$ cat src/rtl/repl_pkg.sv
package repl_pkg;
  typedef enum logic [1:0] {
    REPL_RANDOM = 2'd0,
    REPL_LRU    = 2'd1,
    REPL_LFU    = 2'd2
  } repl_policy_e;
endpackage

$ cat src/rtl/repl_lfsr.sv
module repl_lfsr #(
  parameter int          LFSR_W = 16,
  parameter logic [15:0] TAPS   = 16'hB400,
  parameter logic [15:0] SEED   = 16'hACE1
) (
  input  logic              clk_i,
  input  logic              rst_ni,
  input  logic              advance_i,
  output logic [LFSR_W-1:0] state_o
);
  logic [LFSR_W-1:0] lfsr_q;
  logic              fb;

  assign fb = ^(lfsr_q & TAPS[LFSR_W-1:0]);

  always_ff @(posedge clk_i or negedge rst_ni) begin
    if (!rst_ni)        lfsr_q <= SEED[LFSR_W-1:0];
    else if (advance_i) lfsr_q <= {lfsr_q[LFSR_W-2:0], fb};
  end

  assign state_o = lfsr_q;

  // a maximal-length register never reaches the all-zero lock state
  assert_lfsr_nonzero_R7: assert property (@(posedge clk_i) disable iff (!rst_ni)
    lfsr_q != '0);
  assert_lfsr_hold_R7: assert property (@(posedge clk_i) disable iff (!rst_ni)
    !advance_i |=> $stable(lfsr_q));
endmodule

$ cat src/rtl/repl_lfu_array.sv
module repl_lfu_array #(
  parameter int NUM_SETS = 8,
  parameter int NUM_WAYS = 4,
  parameter int CNT_W    = 4,
  localparam int SET_W   = $clog2(NUM_SETS),
  localparam int WAY_W   = $clog2(NUM_WAYS)
) (
  input  logic                               clk_i,
  input  logic                               rst_ni,
  input  logic                               upd_valid_i,
  input  logic [SET_W-1:0]                   upd_set_i,
  input  logic [WAY_W-1:0]                   upd_way_i,
  input  logic                               evict_valid_i,
  input  logic [SET_W-1:0]                   evict_set_i,
  input  logic [WAY_W-1:0]                   evict_way_i,
  input  logic [SET_W-1:0]                   rd_set_i,
  output logic [NUM_WAYS-1:0][CNT_W-1:0]     rd_vals_o
);
  localparam logic [CNT_W-1:0] CNT_MAX = '1;

  logic [CNT_W-1:0] cnt_q [NUM_SETS][NUM_WAYS];
  logic [CNT_W-1:0] cur_cnt;
  logic             same_entry;

  assign cur_cnt    = cnt_q[upd_set_i][upd_way_i];
  assign same_entry = evict_valid_i && (evict_set_i == upd_set_i) && (evict_way_i == upd_way_i);

  // no reset: a line's count is defined by its first fill
  always_ff @(posedge clk_i) begin
    if (evict_valid_i) cnt_q[evict_set_i][evict_way_i] <= '0;
    if (upd_valid_i) begin
      if (same_entry)             cnt_q[upd_set_i][upd_way_i] <= CNT_W'(1);
      else if (cur_cnt != CNT_MAX) cnt_q[upd_set_i][upd_way_i] <= cur_cnt + CNT_W'(1);
    end
  end

  always_comb begin
    for (int w = 0; w < NUM_WAYS; w++) rd_vals_o[w] = cnt_q[rd_set_i][w];
  end

  assert_lfu_clear_R4: assert property (@(posedge clk_i) disable iff (!rst_ni)
    (evict_valid_i && !(upd_valid_i && same_entry))
      |=> cnt_q[$past(evict_set_i)][$past(evict_way_i)] == '0);
  assert_lfu_refill_R4: assert property (@(posedge clk_i) disable iff (!rst_ni)
    (upd_valid_i && same_entry) |=> cnt_q[$past(upd_set_i)][$past(upd_way_i)] == CNT_W'(1));
  assert_lfu_inc_R3: assert property (@(posedge clk_i) disable iff (!rst_ni)
    (upd_valid_i && !same_entry && cur_cnt != CNT_MAX)
      |=> cnt_q[$past(upd_set_i)][$past(upd_way_i)] == $past(cur_cnt) + CNT_W'(1));
  assert_lfu_sat_R3: assert property (@(posedge clk_i) disable iff (!rst_ni)
    (upd_valid_i && !same_entry && cur_cnt == CNT_MAX)
      |=> cnt_q[$past(upd_set_i)][$past(upd_way_i)] == CNT_MAX);
endmodule

$ cat src/rtl/repl_lru_array.sv
module repl_lru_array #(
  parameter int NUM_SETS = 8,
  parameter int NUM_WAYS = 4,
  parameter int STAMP_W  = 32,
  localparam int SET_W   = $clog2(NUM_SETS),
  localparam int WAY_W   = $clog2(NUM_WAYS)
) (
  input  logic                               clk_i,
  input  logic                               rst_ni,
  input  logic                               upd_valid_i,
  input  logic [SET_W-1:0]                   upd_set_i,
  input  logic [WAY_W-1:0]                   upd_way_i,
  input  logic [STAMP_W-1:0]                 stamp_i,
  input  logic [SET_W-1:0]                   rd_set_i,
  output logic [NUM_WAYS-1:0][STAMP_W-1:0]   rd_vals_o
);
  logic [STAMP_W-1:0] stamp_q [NUM_SETS][NUM_WAYS];

  always_ff @(posedge clk_i) begin
    if (upd_valid_i) stamp_q[upd_set_i][upd_way_i] <= stamp_i;
  end

  always_comb begin
    for (int w = 0; w < NUM_WAYS; w++) rd_vals_o[w] = stamp_q[rd_set_i][w];
  end

  assert_lru_store_R5: assert property (@(posedge clk_i) disable iff (!rst_ni)
    upd_valid_i |=> stamp_q[$past(upd_set_i)][$past(upd_way_i)] == $past(stamp_i));
endmodule

$ cat src/rtl/repl_min_scan.sv
module repl_min_scan #(
  parameter int NUM_WAYS = 4,
  parameter int VAL_W    = 4,
  localparam int WAY_W   = $clog2(NUM_WAYS)
) (
  input  logic                           clk_i,
  input  logic                           rst_ni,
  input  logic [NUM_WAYS-1:0][VAL_W-1:0] vals_i,
  output logic [WAY_W-1:0]               idx_o
);
  logic [VAL_W-1:0] best_val;

  // strict compare keeps the lowest index on ties
  always_comb begin
    idx_o    = '0;
    best_val = vals_i[0];
    for (int i = 1; i < NUM_WAYS; i++) begin
      if (vals_i[i] < best_val) begin
        best_val = vals_i[i];
        idx_o    = WAY_W'(i);
      end
    end
  end

  for (genvar g = 0; g < NUM_WAYS; g++) begin : g_chk
    assert_min_not_above_R6: assert property (@(posedge clk_i) disable iff (!rst_ni)
      vals_i[g] >= vals_i[idx_o]);
    assert_tie_low_R6: assert property (@(posedge clk_i) disable iff (!rst_ni)
      (WAY_W'(g) < idx_o) |-> (vals_i[g] > vals_i[idx_o]));
  end
endmodule

$ cat src/rtl/repl_victim_sel.sv
module repl_victim_sel
  import repl_pkg::*;
#(
  parameter int           NUM_SETS = 8,
  parameter int           NUM_WAYS = 4,
  parameter repl_policy_e POLICY   = REPL_LFU,
  parameter int           CNT_W    = 4,
  parameter int           STAMP_W  = 32,
  parameter int           LFSR_W   = 16,
  parameter logic [15:0]  TAPS     = 16'hB400,
  parameter logic [15:0]  SEED     = 16'hACE1,
  localparam int SET_W = $clog2(NUM_SETS),
  localparam int WAY_W = $clog2(NUM_WAYS)
) (
  input  logic             clk_i,
  input  logic             rst_ni,
  input  logic             upd_valid_i,
  input  logic [SET_W-1:0] upd_set_i,
  input  logic [WAY_W-1:0] upd_way_i,
  input  logic             evict_valid_i,
  input  logic [SET_W-1:0] evict_set_i,
  input  logic [WAY_W-1:0] evict_way_i,
  input  logic             req_valid_i,
  input  logic [SET_W-1:0] req_set_i,
  output logic             victim_valid_o,
  output logic [WAY_W-1:0] victim_way_o
);
  localparam int VAL_W = (POLICY == REPL_LRU) ? STAMP_W : CNT_W;

  logic [WAY_W-1:0] pick_way;
  logic             valid_q;
  logic [WAY_W-1:0] way_q;

  if (NUM_WAYS < 2 || LFSR_W < WAY_W || LFSR_W > 16) begin : g_bad_cfg
    $error("repl_victim_sel: unsupported way count or random width");
  end

  if (POLICY == REPL_RANDOM) begin : g_rand
    logic [LFSR_W-1:0] lfsr_val;
    repl_lfsr #(.LFSR_W(LFSR_W), .TAPS(TAPS), .SEED(SEED)) u_lfsr (
      .clk_i    (clk_i),
      .rst_ni   (rst_ni),
      .advance_i(req_valid_i),
      .state_o  (lfsr_val)
    );
    assign pick_way = WAY_W'(lfsr_val % LFSR_W'(NUM_WAYS));
  end else begin : g_scan
    logic [NUM_WAYS-1:0][VAL_W-1:0] set_vals;

    if (POLICY == REPL_LRU) begin : g_lru
      logic [STAMP_W-1:0] now_q;
      always_ff @(posedge clk_i or negedge rst_ni) begin
        if (!rst_ni)      now_q <= '0;
        else if (~&now_q) now_q <= now_q + STAMP_W'(1);
      end
      repl_lru_array #(.NUM_SETS(NUM_SETS), .NUM_WAYS(NUM_WAYS), .STAMP_W(STAMP_W)) u_arr (
        .clk_i      (clk_i),
        .rst_ni     (rst_ni),
        .upd_valid_i(upd_valid_i),
        .upd_set_i  (upd_set_i),
        .upd_way_i  (upd_way_i),
        .stamp_i    (now_q),
        .rd_set_i   (req_set_i),
        .rd_vals_o  (set_vals)
      );
      assert_stamp_monotonic_R5: assert property (@(posedge clk_i) disable iff (!rst_ni)
        1'b1 |=> now_q >= $past(now_q));
    end else begin : g_lfu
      repl_lfu_array #(.NUM_SETS(NUM_SETS), .NUM_WAYS(NUM_WAYS), .CNT_W(CNT_W)) u_arr (
        .clk_i        (clk_i),
        .rst_ni       (rst_ni),
        .upd_valid_i  (upd_valid_i),
        .upd_set_i    (upd_set_i),
        .upd_way_i    (upd_way_i),
        .evict_valid_i(evict_valid_i),
        .evict_set_i  (evict_set_i),
        .evict_way_i  (evict_way_i),
        .rd_set_i     (req_set_i),
        .rd_vals_o    (set_vals)
      );
    end

    repl_min_scan #(.NUM_WAYS(NUM_WAYS), .VAL_W(VAL_W)) u_scan (
      .clk_i (clk_i),
      .rst_ni(rst_ni),
      .vals_i(set_vals),
      .idx_o (pick_way)
    );
  end

  always_ff @(posedge clk_i or negedge rst_ni) begin
    if (!rst_ni) begin
      valid_q <= 1'b0;
      way_q   <= '0;
    end else begin
      valid_q <= req_valid_i;
      if (req_valid_i) way_q <= pick_way;
    end
  end

  assign victim_valid_o = valid_q;
  assign victim_way_o   = way_q;

  assert_valid_follows_req_R1: assert property (@(posedge clk_i) disable iff (!rst_ni)
    req_valid_i |=> victim_valid_o);
  assert_no_spurious_valid_R1: assert property (@(posedge clk_i) disable iff (!rst_ni)
    !req_valid_i |=> !victim_valid_o);
  assert_way_in_range_R6: assert property (@(posedge clk_i) disable iff (!rst_ni)
    victim_valid_o |-> (int'(victim_way_o) < NUM_WAYS));
  assert_req_known_R1: assert property (@(posedge clk_i) disable iff (!rst_ni)
    req_valid_i |-> !$isunknown(req_set_i));
  assert_upd_known_R3: assert property (@(posedge clk_i) disable iff (!rst_ni)
    upd_valid_i |-> !$isunknown({upd_set_i, upd_way_i}));
  assert_evict_known_R4: assert property (@(posedge clk_i) disable iff (!rst_ni)
    evict_valid_i |-> !$isunknown({evict_set_i, evict_way_i}));
endmodule

$ cat config.mk
export PLATFORM = sky130hd
export DESIGN_NAME = repl_victim_sel
export DESIGN_NICKNAME = d
export VERILOG_FILES = /design/src/rtl/repl_pkg.sv /design/src/rtl/repl_lfsr.sv /design/src/rtl/repl_lfu_array.sv /design/src/rtl/repl_lru_array.sv /design/src/rtl/repl_min_scan.sv /design/src/rtl/repl_victim_sel.sv
export SDC_FILE = /design/constraint.sdc
export NUM_CORES = 1
export LEC_CHECK = 0
export BUFFER_PORTS_ARGS = -buffer_cell sky130_fd_sc_hd__buf_2
export CAP_MARGIN = 20
export CORE_MARGIN = 2
export CORE_UTILIZATION = 57
export DETAILED_ROUTE_END_ITERATION = 16
export PLACE_DENSITY_LB_ADDON = 0.15
export SETUP_SLACK_MARGIN = 0.15
export SLEW_MARGIN = 20
export SYNTH_ARGS = -nofsm -noshare
export SYNTH_HDL_FRONTEND = slang
export SYNTH_HIERARCHICAL = 1
export SYNTH_SLANG_ARGS = --single-unit
$ cat constraint.sdc
create_clock -name clk_i -period 10.6 [get_ports clk_i]
set_input_delay 2.12 -clock clk_i [delete_from_list [all_inputs] [get_ports clk_i]]
set_output_delay 2.12 -clock clk_i [all_outputs]
set_load 0.01 [all_outputs]
==> results.yml, run 1 <==
status:
  status: "completed"
critical_path:
  critPathKind: "in2reg"
  required_ps: 10900
  crit_arrival_ps: 7510
  r2r_setup_slack_ps: 5660
  endpoint: "victim_way_o[1]$_DFFE_PN0P_"
  cp_max_fo: 18
  r2r-start: "g_scan.g_lfu.u_arr/cnt_q[3][14]$_SDFFCE_PN0P_"
  reg2reg_depth: 19
  crit_start: "req_set_i[0]"
  worst_setup_path_end_kind: "register"
  worst_setup_path_start_kind: "input port"
  worstReg2RegEnd: "victim_way_o[1]$_DFFE_PN0P_"
clock_tree:
  postCtsResizedCells: 0
  cts_tree: "built"
  cts_root_buf: "clkbuf_16"
  path_clk_slew_ps: 60
  h-tree-depth: 4
  cts_made_buffers: 17
  clkSinkCount: 131
  clock_latency_ps: 420
  postCtsSetupBuffers: 0
  clock_path_buffers: 2
  cts_hold_buf: 0
run:
  drv_cap: 0
synth:
  postSynthRegisterBits: 131
  ys_seq_area_share_pct: 48.5
  synth-warning-count: 6
  synth_area_leader_cell: "edfxtp_1"
  synth_ff_type: "edfxtp_1"
  yosys-top-cells-area: "edfxtp_1 (48%), mux4_2 (13%), mux2_2 (5.0%), nor4_1 (3.9%), o22ai_1 (2.9%)"
  synth_top_area_share_pct: 47.6
  syn_inst: 638
  synthArstFlopShare_pct: 2.29
  syn-mean-instance-area_sq_um: 12.7
  synth_cell_types: 66
  synth_fp_nets: 668
  synth_edf_count: 128
  synth_area_sq_um: 8080
global_route:
  grt_overflow: 0
  grt.busiest_layer: "met2"
  grt_util_met3_pct: 7.47
  use_met1_pct: 45.0
  met2_usage_pct: 52.5
  grt_pass1_wl_um: 36300
  grt.total_usage_pct: 33.6
  grt_max_degree: 49
  antenna_found_initial: 0
  grt_pass1_vias: 6024
power:
  peakVddDrop_mv: 0.108
  finalPower_uw: 1350
  pwr_density_cell_nw_per_um2: 156
  p_leak_uw: 0.00277
final_layout:
  drive_gt1_share_pct: 26.4
  final_nets: 649
  diodes: 0
  fillerInstances: 1091
  layout_commonest_cell: "edfxtp_1"
  synthToLayoutAreaGrowth_pct: 7.46
  final_util_pct: 62.6
  layout.cells.most_common_list: "edfxtp_1 (128), nor4_1 (50), mux4_2 (46)"
timing:
  grt_setup_unrepaired: "no"
  timing.final.crit_period_ps: 7210
  maxSlewHeadroom_pct: 21.6
  fmax_mhz: 139
  period_share_pct: 68.0
  finalHoldViolCount: 0
  finalSetupViolations: 0
  slew_violations: 0
  finClkSkew_ps: 10.5
  fin_setup_tns_ps: 0
  tightest_slew_ps: 1180
placed_design:
  numPortBuffers: 20
  hpwl_um: 15500
  gp_congestion: 0.910
floorplanning:
  die_h_um: 123
  dieArea_sq_um: 15100
  coreArea_sq_um: 13900
  die_w_um: 123
  num_io_pins: 21
  floorplan.initialDensity_pct: 58.2
  rows: 43
routing:
  drc: 0
  drt_iter0_drc: 658
  ant_nets: 0
  drt-pass1-iter-count: 6
  avgViaCountPerCell: 7.52
  wirelength_um: 23700
  vias: 6110
  routedWlPerCell_um: 29.2
hold_path:
  min_path_type: "reg2reg"
  hp-start: "victim_way_o[1]$_DFFE_PN0P_"
[worst min path at each step]
stage / endpoint / slack, ps / cells past startpoint
after floorplan: victim_way_o[0]$_DFFE_PN0P_ / 550 / 1
after global placement: victim_way_o[0]$_DFFE_PN0P_ / 500 / 1
after detailed placement: victim_way_o[1]$_DFFE_PN0P_ / 500 / 1
after CTS: victim_way_o[1]$_DFFE_PN0P_ / 510 / 1
after global routing: victim_way_o[1]$_DFFE_PN0P_ / 530 / 1
final: victim_way_o[1]$_DFFE_PN0P_ / 500 / 1
[metal layers]
metal | share of wire (%) | wire (um)
met3 | 12 | 2880
met1 | 36 | 8640
met4 | 3.8 | 903
met2 | 48 | 11300
met5 | 0 | 0
[flip-flops by register name, indices dropped and copies added (netlist names)]
name	flops
g_scan.g_lfu.u_arr/cnt_q	128
victim_valid_o	1
victim_way_o	2
[power by group]
group / leakage (uW) / switching, uW / internal [uW] / total [uW]
Sequential: 0.00125 / 3.93 / 571 / 575
Clock: 0.000280 / 211 / 356 / 567
Combinational: 0.00124 / 137 / 74.5 / 211
Total: 0.00277 / 352 / 1000 / 1350
[area by class of cell]
class | count | area [sq um] | share of cell area [%]
inverters | 15 | 56.3 | 0.648
clock inverters | 10 | 109 | 1.25
flip-flops and latches | 131 | 3920 | 45.1
repair buffers | 26 | 145 | 1.67
well taps | 180 | 225 | 2.59
clock buffers | 22 | 464 | 5.34
multi-input cells | 428 | 3770 | 43.4
[per-stage QoR]
step	hold WS, ps	std cells	cell area (sq um)	setup slack [ps]
detailed placement	499	780	8110	2970
floorplan	551	638	8080	3630
global placement	499	780	8110	3230
global route	533	812	8690	3040
CTS	512	812	8690	3410
finish	504	812	8690	3390
[cell usage after synthesis (3+ instances only)]
library cell  count
buf_2             8
buf_6            11
a22oi_1           4
or3b_2            3
a221o_1           6
nand3_1          13
buf_1             8
clkbuf_1         33
nand2_1          20
o21ai_0          11
or2_2             3
ha_1             12
nor4_1           50
a21oi_1          10
nand2b_1          4
nor3_2            3
and3b_1           6
o21bai_4          3
inv_1            15
buf_4             4
and3_1            3
dfrtp_1           3
mux4_2           46
xor2_1            4
nor2b_1          13
mux2_2           36
a221oi_1          7
edfxtp_1        128
mux2i_1           5
o22ai_1          37
nor3_1           29
and2_1            4
a22o_1            3
nand3b_1          5
nor2_1           45
nor4_2            6
or3_1             5
[cells by family (layout without fill, tap and decap cells)]
group	Yosys count	in the layout	share of synthesized area [%]
adders and majority gates	12	12	1.86
and+or+nand+nor	218	218	15.3
buffers and inverters	79	73	5.00
AOI/OAI and AO/OA	104	104	10.0
xor gates and xnor gates	6	6	0.650
muxes	88	88	18.6
DFF	131	131	48.5
[worst max-delay path: stages]
cell and delay [ps]:
buf_2 440, buf_4 440, mux4_2 540, mux2_2 320
inv_1 70, ha_1 240, a21o_1 200, a21oi_1 270
and2b_2 230, mux2i_1 250, ha_1 290, a21oi_1 140
o21ai_0 200, o22ai_2 220, mux2_2 360, ha_1 270
o21ai_0 90, nand2b_1 90, a21oi_1 70, or3_1 340
mux2_2 260
(Power assumes the default switching activity.)
==> run 2: changes to the inputs <==
--- a/config.mk
+++ b/config.mk
@@ -5,6 +5,7 @@
 export SDC_FILE = /design/constraint.sdc
 export NUM_CORES = 1
 export LEC_CHECK = 0
+export ABC_AREA = 1
 export BUFFER_PORTS_ARGS = -buffer_cell sky130_fd_sc_hd__buf_2
 export CAP_MARGIN = 20
 export CORE_MARGIN = 2
==> constraint.sdc (replaced) <==
create_clock -name clk_i -period 5.8 [get_ports clk_i]
set_input_delay 1.16 -clock clk_i [delete_from_list [all_inputs] [get_ports clk_i]]
set_output_delay 1.16 -clock clk_i [all_outputs]
set_load 0.01 [all_outputs]
==> run 2 against run 1 <==
Against the previous run: combinational power is 69% higher; count of clock-buffer cells in the layout fell by 3; first-iteration DRC count up 56%; power up 77%; sequential power grew 83%; critical endpoint unchanged; worst hold slack got worse by 38 ps; area after synthesis up 7.1%; final area up 7.5%; global-route usage is 1.6 points lower; critical path type unchanged.
==> results.yml, run 2 <==
critical_path:
  crit_arrival_ps: 4990
  cp_slowest_cell: "clkinv_1"
  required_ps: 6110
  cp_max_fo: 19
  critical_path.most_common_cell: "nand2_1"
  critPathMaxStageDelay_ps: 510
  cp.depth: 26
  endpoint: "victim_way_o[1]$_DFFE_PN0P_"
  reg2reg_depth: 25
  worstReg2RegEnd: "victim_way_o[1]$_DFFE_PN0P_"
  worst_setup_path_end_kind: "register"
  crit_start: "req_set_i[1]"
  r2r-start: "g_scan.g_lfu.u_arr/cnt_q[0][9]$_SDFFCE_PN0P_"
  worst_setup_path_start_kind: "input port"
  critPathTopFamily: "buffers and inverters"
  worst-path-buf-inv: 5
  r2r_setup_slack_ps: 2230
  critPathKind: "in2reg"
synth:
  syn-mean-instance-area_sq_um: 7.68
  postSynthRegisterBits: 131
  yosys-top-cells-area: "edfxtp_1 (44%), nand2_1 (16%), nor2_1 (7.5%), o21ai_0 (5.3%), inv_1 (4.8%)"
  synth_ff_type: "edfxtp_1"
  synth-warning-count: 6
  synth_fp_nets: 1157
  synthTopCellsByCount: "nand2_1 (366), nor2_1 (174), edfxtp_1 (128)"
  synth_area_leader_cell: "edfxtp_1"
  synth_edf_count: 128
  syn_inst: 1127
  synth_cell_types: 35
  synth_area_sq_um: 8660
  synthArstFlopShare_pct: 2.29
  synth_top_area_share_pct: 44.4
  yosysMostFrequentCell: "nand2_1"
  ys_seq_area_share_pct: 45.3
timing:
  finalHoldViolCount: 0
  finalSetupViolations: 0
  period_share_pct: 80.7
  finClkSkew_ps: 16.1
  fin_hold_ws_ps: 466
  fmax_mhz: 214
  maxSlewHeadroom_pct: 20.4
  slew_violations: 0
  timing.final.crit_period_ps: 4680
  tightest_slew_ps: 1190
  fin_setup_tns_ps: 0
  grt_setup_unrepaired: "no"
  worst_slack_ps: 1120
clock_tree:
  path_clk_slew_ps: 60
  cts_hold_buf: 0
  cts_root_buf: "clkbuf_16"
  h-tree-depth: 4
  cts_tree: "built"
  clkSinkCount: 131
  postCtsResizedCells: 0
  postCtsSetupBuffers: 0
  clock_latency_ps: 420
  cts_made_buffers: 17
  clock_path_buffers: 2
routing:
  vias: 7741
  wirelength_um: 24800
  avgViaCountPerCell: 5.82
  drt_iter0_drc: 1027
  drc: 0
  routedWlPerCell_um: 18.6
  drt-pass1-iter-count: 8
  ant_nets: 0
status:
  status: "completed"
placed_design:
  place_ws_ps: 750
  gp_congestion: 0.921
  numPortBuffers: 20
  hpwl_um: 17100
final_layout:
  synthToLayoutAreaGrowth_pct: 7.82
  layout_commonest_cell: "nand2_1"
  final_nets: 1156
  largest_reg_flops: 128
  drive_gt1_share_pct: 10.5
  largest-register: "g_scan.g_lfu.u_arr/cnt_q"
  layout.cells.most_common_list: "nand2_1 (366), nor2_1 (174), edfxtp_1 (128)"
floorplanning:
  coreArea_sq_um: 15000
  rows: 45
  num_io_pins: 21
  die_h_um: 127
  die_w_um: 127
  floorplan.initialDensity_pct: 57.6
  dieArea_sq_um: 16200
power:
  p_leak_uw: 0.00403
  pwr_density_cell_nw_per_um2: 257
  finalPower_uw: 2400
  peakVddDrop_mv: 0.222
run:
  drv_cap: 0
global_route:
  grt_overflow: 0
  grt.total_usage_pct: 31.9
  grt_max_degree: 54
  grt_pass1_wl_um: 38600
  grt_pass1_vias: 7048
  antenna_found_initial: 2
hold_path:
  min_path_type: "reg2reg"
run 2: cell types whose count changed in the layout (fill, tap and decap cells not counted), sizes merged, moves of 43 or more:
cell   delta
nor4     -56
o21ai    +93
nor2    +135
inv      +99
mux4     -46
nand2   +360
nand3    +43
run 2: kinds of logic (layout without fill, tap and decap cells):
| family | Yosys count | after routing | synth area share, % |
|---|---|---|---|
| compound gates | 182 | 182 | 11.2 |
| xor+xnor | 1 | 1 | 0.101 |
| fa+ha+maj | 12 | 12 | 1.73 |
| buf+inv | 168 | 180 | 8.70 |
| flops | 131 | 131 | 45.3 |
| other cells | 0 | 2 | 0 |
| simple gates | 633 | 633 | 33.0 |
run 2: routing by layer:
metal / global-route usage (%) / part of all wire [%] / vias to the layer above
met3: 7.50 / 12 / 68
met1: 44.5 / 40 / 3554
met4: 15.9 / 4.2 / 0
met2: 47.1 / 44 / 439
met5: 0 / 0 / -
li1: - / - / 3680
run 2: where the power goes:
| group | switching, uW | internal [uW] | leakage, uW |
|---|---|---|---|
| Sequential | 5.05 | 1040 | 0.00127 |
| Clock | 380 | 621 | 0.000262 |
| Combinational | 259 | 96.9 | 0.00250 |
run 2: worst register-to-register path, stage by stage, from the launching register on:
cell and delay [ps]:
edfxtp_1 350, inv_1 70, a21oi_1 150, o21ai_0 130
a31oi_1 530, ha_1 340, nand2_1 60, nand2_1 60
nand2_2 90, nand2_4 70, o21ai_0 250, ha_1 290
nand2_1 60, nand2_1 60, nand2_2 80, nand2_4 70
nand2_1 70, o21ai_0 90, ha_1 300, nand2_1 40
inv_1 40, nand2_1 40, nand2_1 60, nand2_1 50
nand2_1 50, nand2_1 40
run 2: area by class of cell:
class                      count  area, sq um
sequential                   131         3920
timing repair buffer          31          183
inverter                     117          442
clock inverter                13          118
multi-input combinational    828         4000
fill                        1335         5700
tap                          188          235
antenna                        2         5.00
clock buffer                  19          433
run 2: worst min path at each step:
stage | from | endpoint | slack, ps | depth (start not counted)
floorplan | victim_way_o[0]$_DFFE_PN0P_ | victim_way_o[0]$_DFFE_PN0P_ | 500 | 2
global placement | victim_way_o[0]$_DFFE_PN0P_ | victim_way_o[0]$_DFFE_PN0P_ | 450 | 2
detailed placement | victim_way_o[0]$_DFFE_PN0P_ | victim_way_o[0]$_DFFE_PN0P_ | 460 | 2
CTS | victim_way_o[0]$_DFFE_PN0P_ | victim_way_o[0]$_DFFE_PN0P_ | 470 | 2
global route | victim_way_o[0]$_DFFE_PN0P_ | victim_way_o[0]$_DFFE_PN0P_ | 490 | 2
finish | victim_way_o[0]$_DFFE_PN0P_ | victim_way_o[0]$_DFFE_PN0P_ | 470 | 2
run 2: metrics by stage:
| stage | instance area [sq um] | utilization [%] | std cells |
|---|---|---|---|
| 4_1_cts | 9320 | 62.0 | 1327 |
| 3_3_place_gp | 8770 | 58.3 | 1295 |
| 2_1_floorplan | 8660 | - | 1127 |
| 5_1_grt | 9330 | 62.1 | 1327 |
| 6_report | 9340 | 62.1 | 1329 |
| 3_5_place_dp | 8770 | 58.3 | 1295 |
==> run 3: changes to the inputs <==
==> constraint.sdc (replaced) <==
create_clock -name clk_i -period 3.9 [get_ports clk_i]
set_input_delay 0.78 -clock clk_i [delete_from_list [all_inputs] [get_ports clk_i]]
set_output_delay 0.78 -clock clk_i [all_outputs]
set_load 0.01 [all_outputs]
==> run 3 against run 2 <==
Against the previous run: die area stayed put; non-clock buffer count increased by 41; count of clock-buffer cells in the layout grew 4; first-iteration DRC count down 7.0%; combinational power is 73% higher; power rose by 58%; sequential share of layout area decreased by 2.1 points; routed wire length increased by 3.4%; final area increased by 5.2%; sequential cell count did not move; critical path type unchanged; critical endpoint is now victim_way_o[0]$_DFFE_PN0P_.
==> results.yml, run 3 (synthesis gave the netlist of run 2 again) <==
status:
  status: "completed"
routing:
  drt_iter0_drc: 955
  avgViaCountPerCell: 5.80
  drc: 0
  vias: 7937
  wirelength_um: 25600
  ant_nets: 0
  routedWlPerCell_um: 18.7
  drt-pass1-iter-count: 7
critical_path:
  r2r_setup_slack_ps: 660
  crit_start: "req_set_i[0]"
  r2r-start: "g_scan.g_lfu.u_arr/cnt_q[4][10]$_SDFFCE_PN0P_"
  crit_arrival_ps: 3810
  critPathMaxStageDelay_ps: 300
  critPathKind: "in2reg"
  cp_slowest_cell: "ha_1"
  cp_max_fo: 22
  worst_setup_path_end_kind: "register"
  critical_path.most_common_cell: "nand2_1"
  worst_setup_path_start_kind: "input port"
  required_ps: 4220
final_layout:
  diodes: 0
  layout_commonest_cell: "nand2_1"
  drive_gt1_share_pct: 14.1
  layout.cells.most_common_list: "nand2_1 (366), nor2_1 (174), edfxtp_1 (128)"
  largest_reg_flops: 128
  largest-register: "g_scan.g_lfu.u_arr/cnt_q"
  synthToLayoutAreaGrowth_pct: 13.4
  final_nets: 1197
  final_cell_area_sq_um: 9820
floorplanning:
  coreArea_sq_um: 15000
  num_io_pins: 21
  floorplan.initialDensity_pct: 57.6
  die_w_um: 127
  die_h_um: 127
  dieArea_sq_um: 16200
  rows: 45
timing:
  fmax_mhz: 287
  grt_setup_unrepaired: "no"
  slew_violations: 0
  maxSlewHeadroom_pct: 16.0
  period_share_pct: 89.4
  finalHoldViolCount: 0
  timing.final.crit_period_ps: 3490
  finalSetupViolations: 0
  tightest_slew_ps: 1250
  finClkSkew_ps: 11.0
global_route:
  grt_overflow: 0
  grt.total_usage_pct: 32.5
  grt_max_degree: 45
  antenna_found_initial: 0
  grt_pass1_wl_um: 39400
  grt_pass1_vias: 7266
power:
  p_leak_uw: 0.00429
  pwr_density_cell_nw_per_um2: 386
  finalPower_uw: 3790
  peakVddDrop_mv: 0.383
clock_tree:
  clock_path_buffers: 2
  cts_root_buf: "clkbuf_16"
  postCtsSetupBuffers: 0
  cts_tree: "built"
  clock_latency_ps: 430
  h-tree-depth: 4
  cts_made_buffers: 17
  clkSinkCount: 131
  path_clk_slew_ps: 60
run:
  drv_cap: 0
placed_design:
  gp_congestion: 0.997
  numPortBuffers: 20
  place_area_sq_um: 9170
  hpwl_um: 18000
hold_path:
  min_path_type: "in2async"
==> run 3: final timing paths <==
kind,to,cells after the start
worst max-delay path,victim_way_o[0]$_DFFE_PN0P_,30
worst min-delay path,victim_valid_o$_DFF_PN0_,1
worst max register to register,victim_way_o[0]$_DFFE_PN0P_,27
worst min register to register,victim_way_o[1]$_DFFE_PN0P_,2
max in group asynchronous,victim_way_o[1]$_DFFE_PN0P_,1
min in group clk_i,victim_way_o[1]$_DFFE_PN0P_,2
==> run 3: critical path, delay by kind of cell <==
| family | cells | cell delay (ps) |
|---|---|---|
| buf+inv | 5 | 580 |
| fa+ha+maj | 3 | 830 |
| simple gates | 17 | 1010 |
| compound gates | 5 | 570 |
==> run 3: final cells by class <==
| cell class | count | area (sq um) |
|---|---|---|
| Clock buffer | 23 | 468 |
| Clock inverter | 9 | 130 |
| Fill cell | 1311 | 5210 |
| Inverter | 117 | 444 |
| Multi-Input combinational cell | 828 | 4020 |
| Sequential cell | 131 | 3920 |
| Tap cell | 188 | 235 |
| Timing Repair Buffer | 72 | 601 |
==> run 3: power breakdown <==
group | switching [uW] | internal, uW | leakage [uW] | total (uW)
clock | 586 | 1040 | 0.000279 | 1620
combinational | 409 | 207 | 0.00274 | 616
sequential | 8.02 | 1550 | 0.00127 | 1560
total | 1000 | 2790 | 0.00429 | 3790
==> run 3: through the flow <==
stage / worst slack (ps) / std cells / hold slack, ps / setup TNS, ps / util (%)
floorplan: 160 / 1127 / 484 / 0 / -
global placement: 64.8 / 1335 / 463 / 0 / 61.0
detailed placement: -85.4 / 1335 / 469 / -162 / 61.0
CTS: 355 / 1367 / 127 / 0 / 65.0
global route: 140 / 1368 / 131 / 0 / 65.3
finish: 415 / 1368 / 134 / 0 / 65.3
==> run 3: layer usage <==
layer  part of all wire [%]  vias to the layer above  global-route usage [%]
met4                    4.2                        0                    16.6
met2                     45                      513                    49.0
li1                       -                     3755                       -
met1                     39                     3593                    44.5
met5                      0                        -                       0
met3                     12                       76                    7.12
==> run 3: what timing repair did <==
action	4_1_cts	5_1_grt
resized for setup	0	6
endpoints found under the hold margin	0	0
endpoints found under the setup margin	0	2
hold buffers	0	0
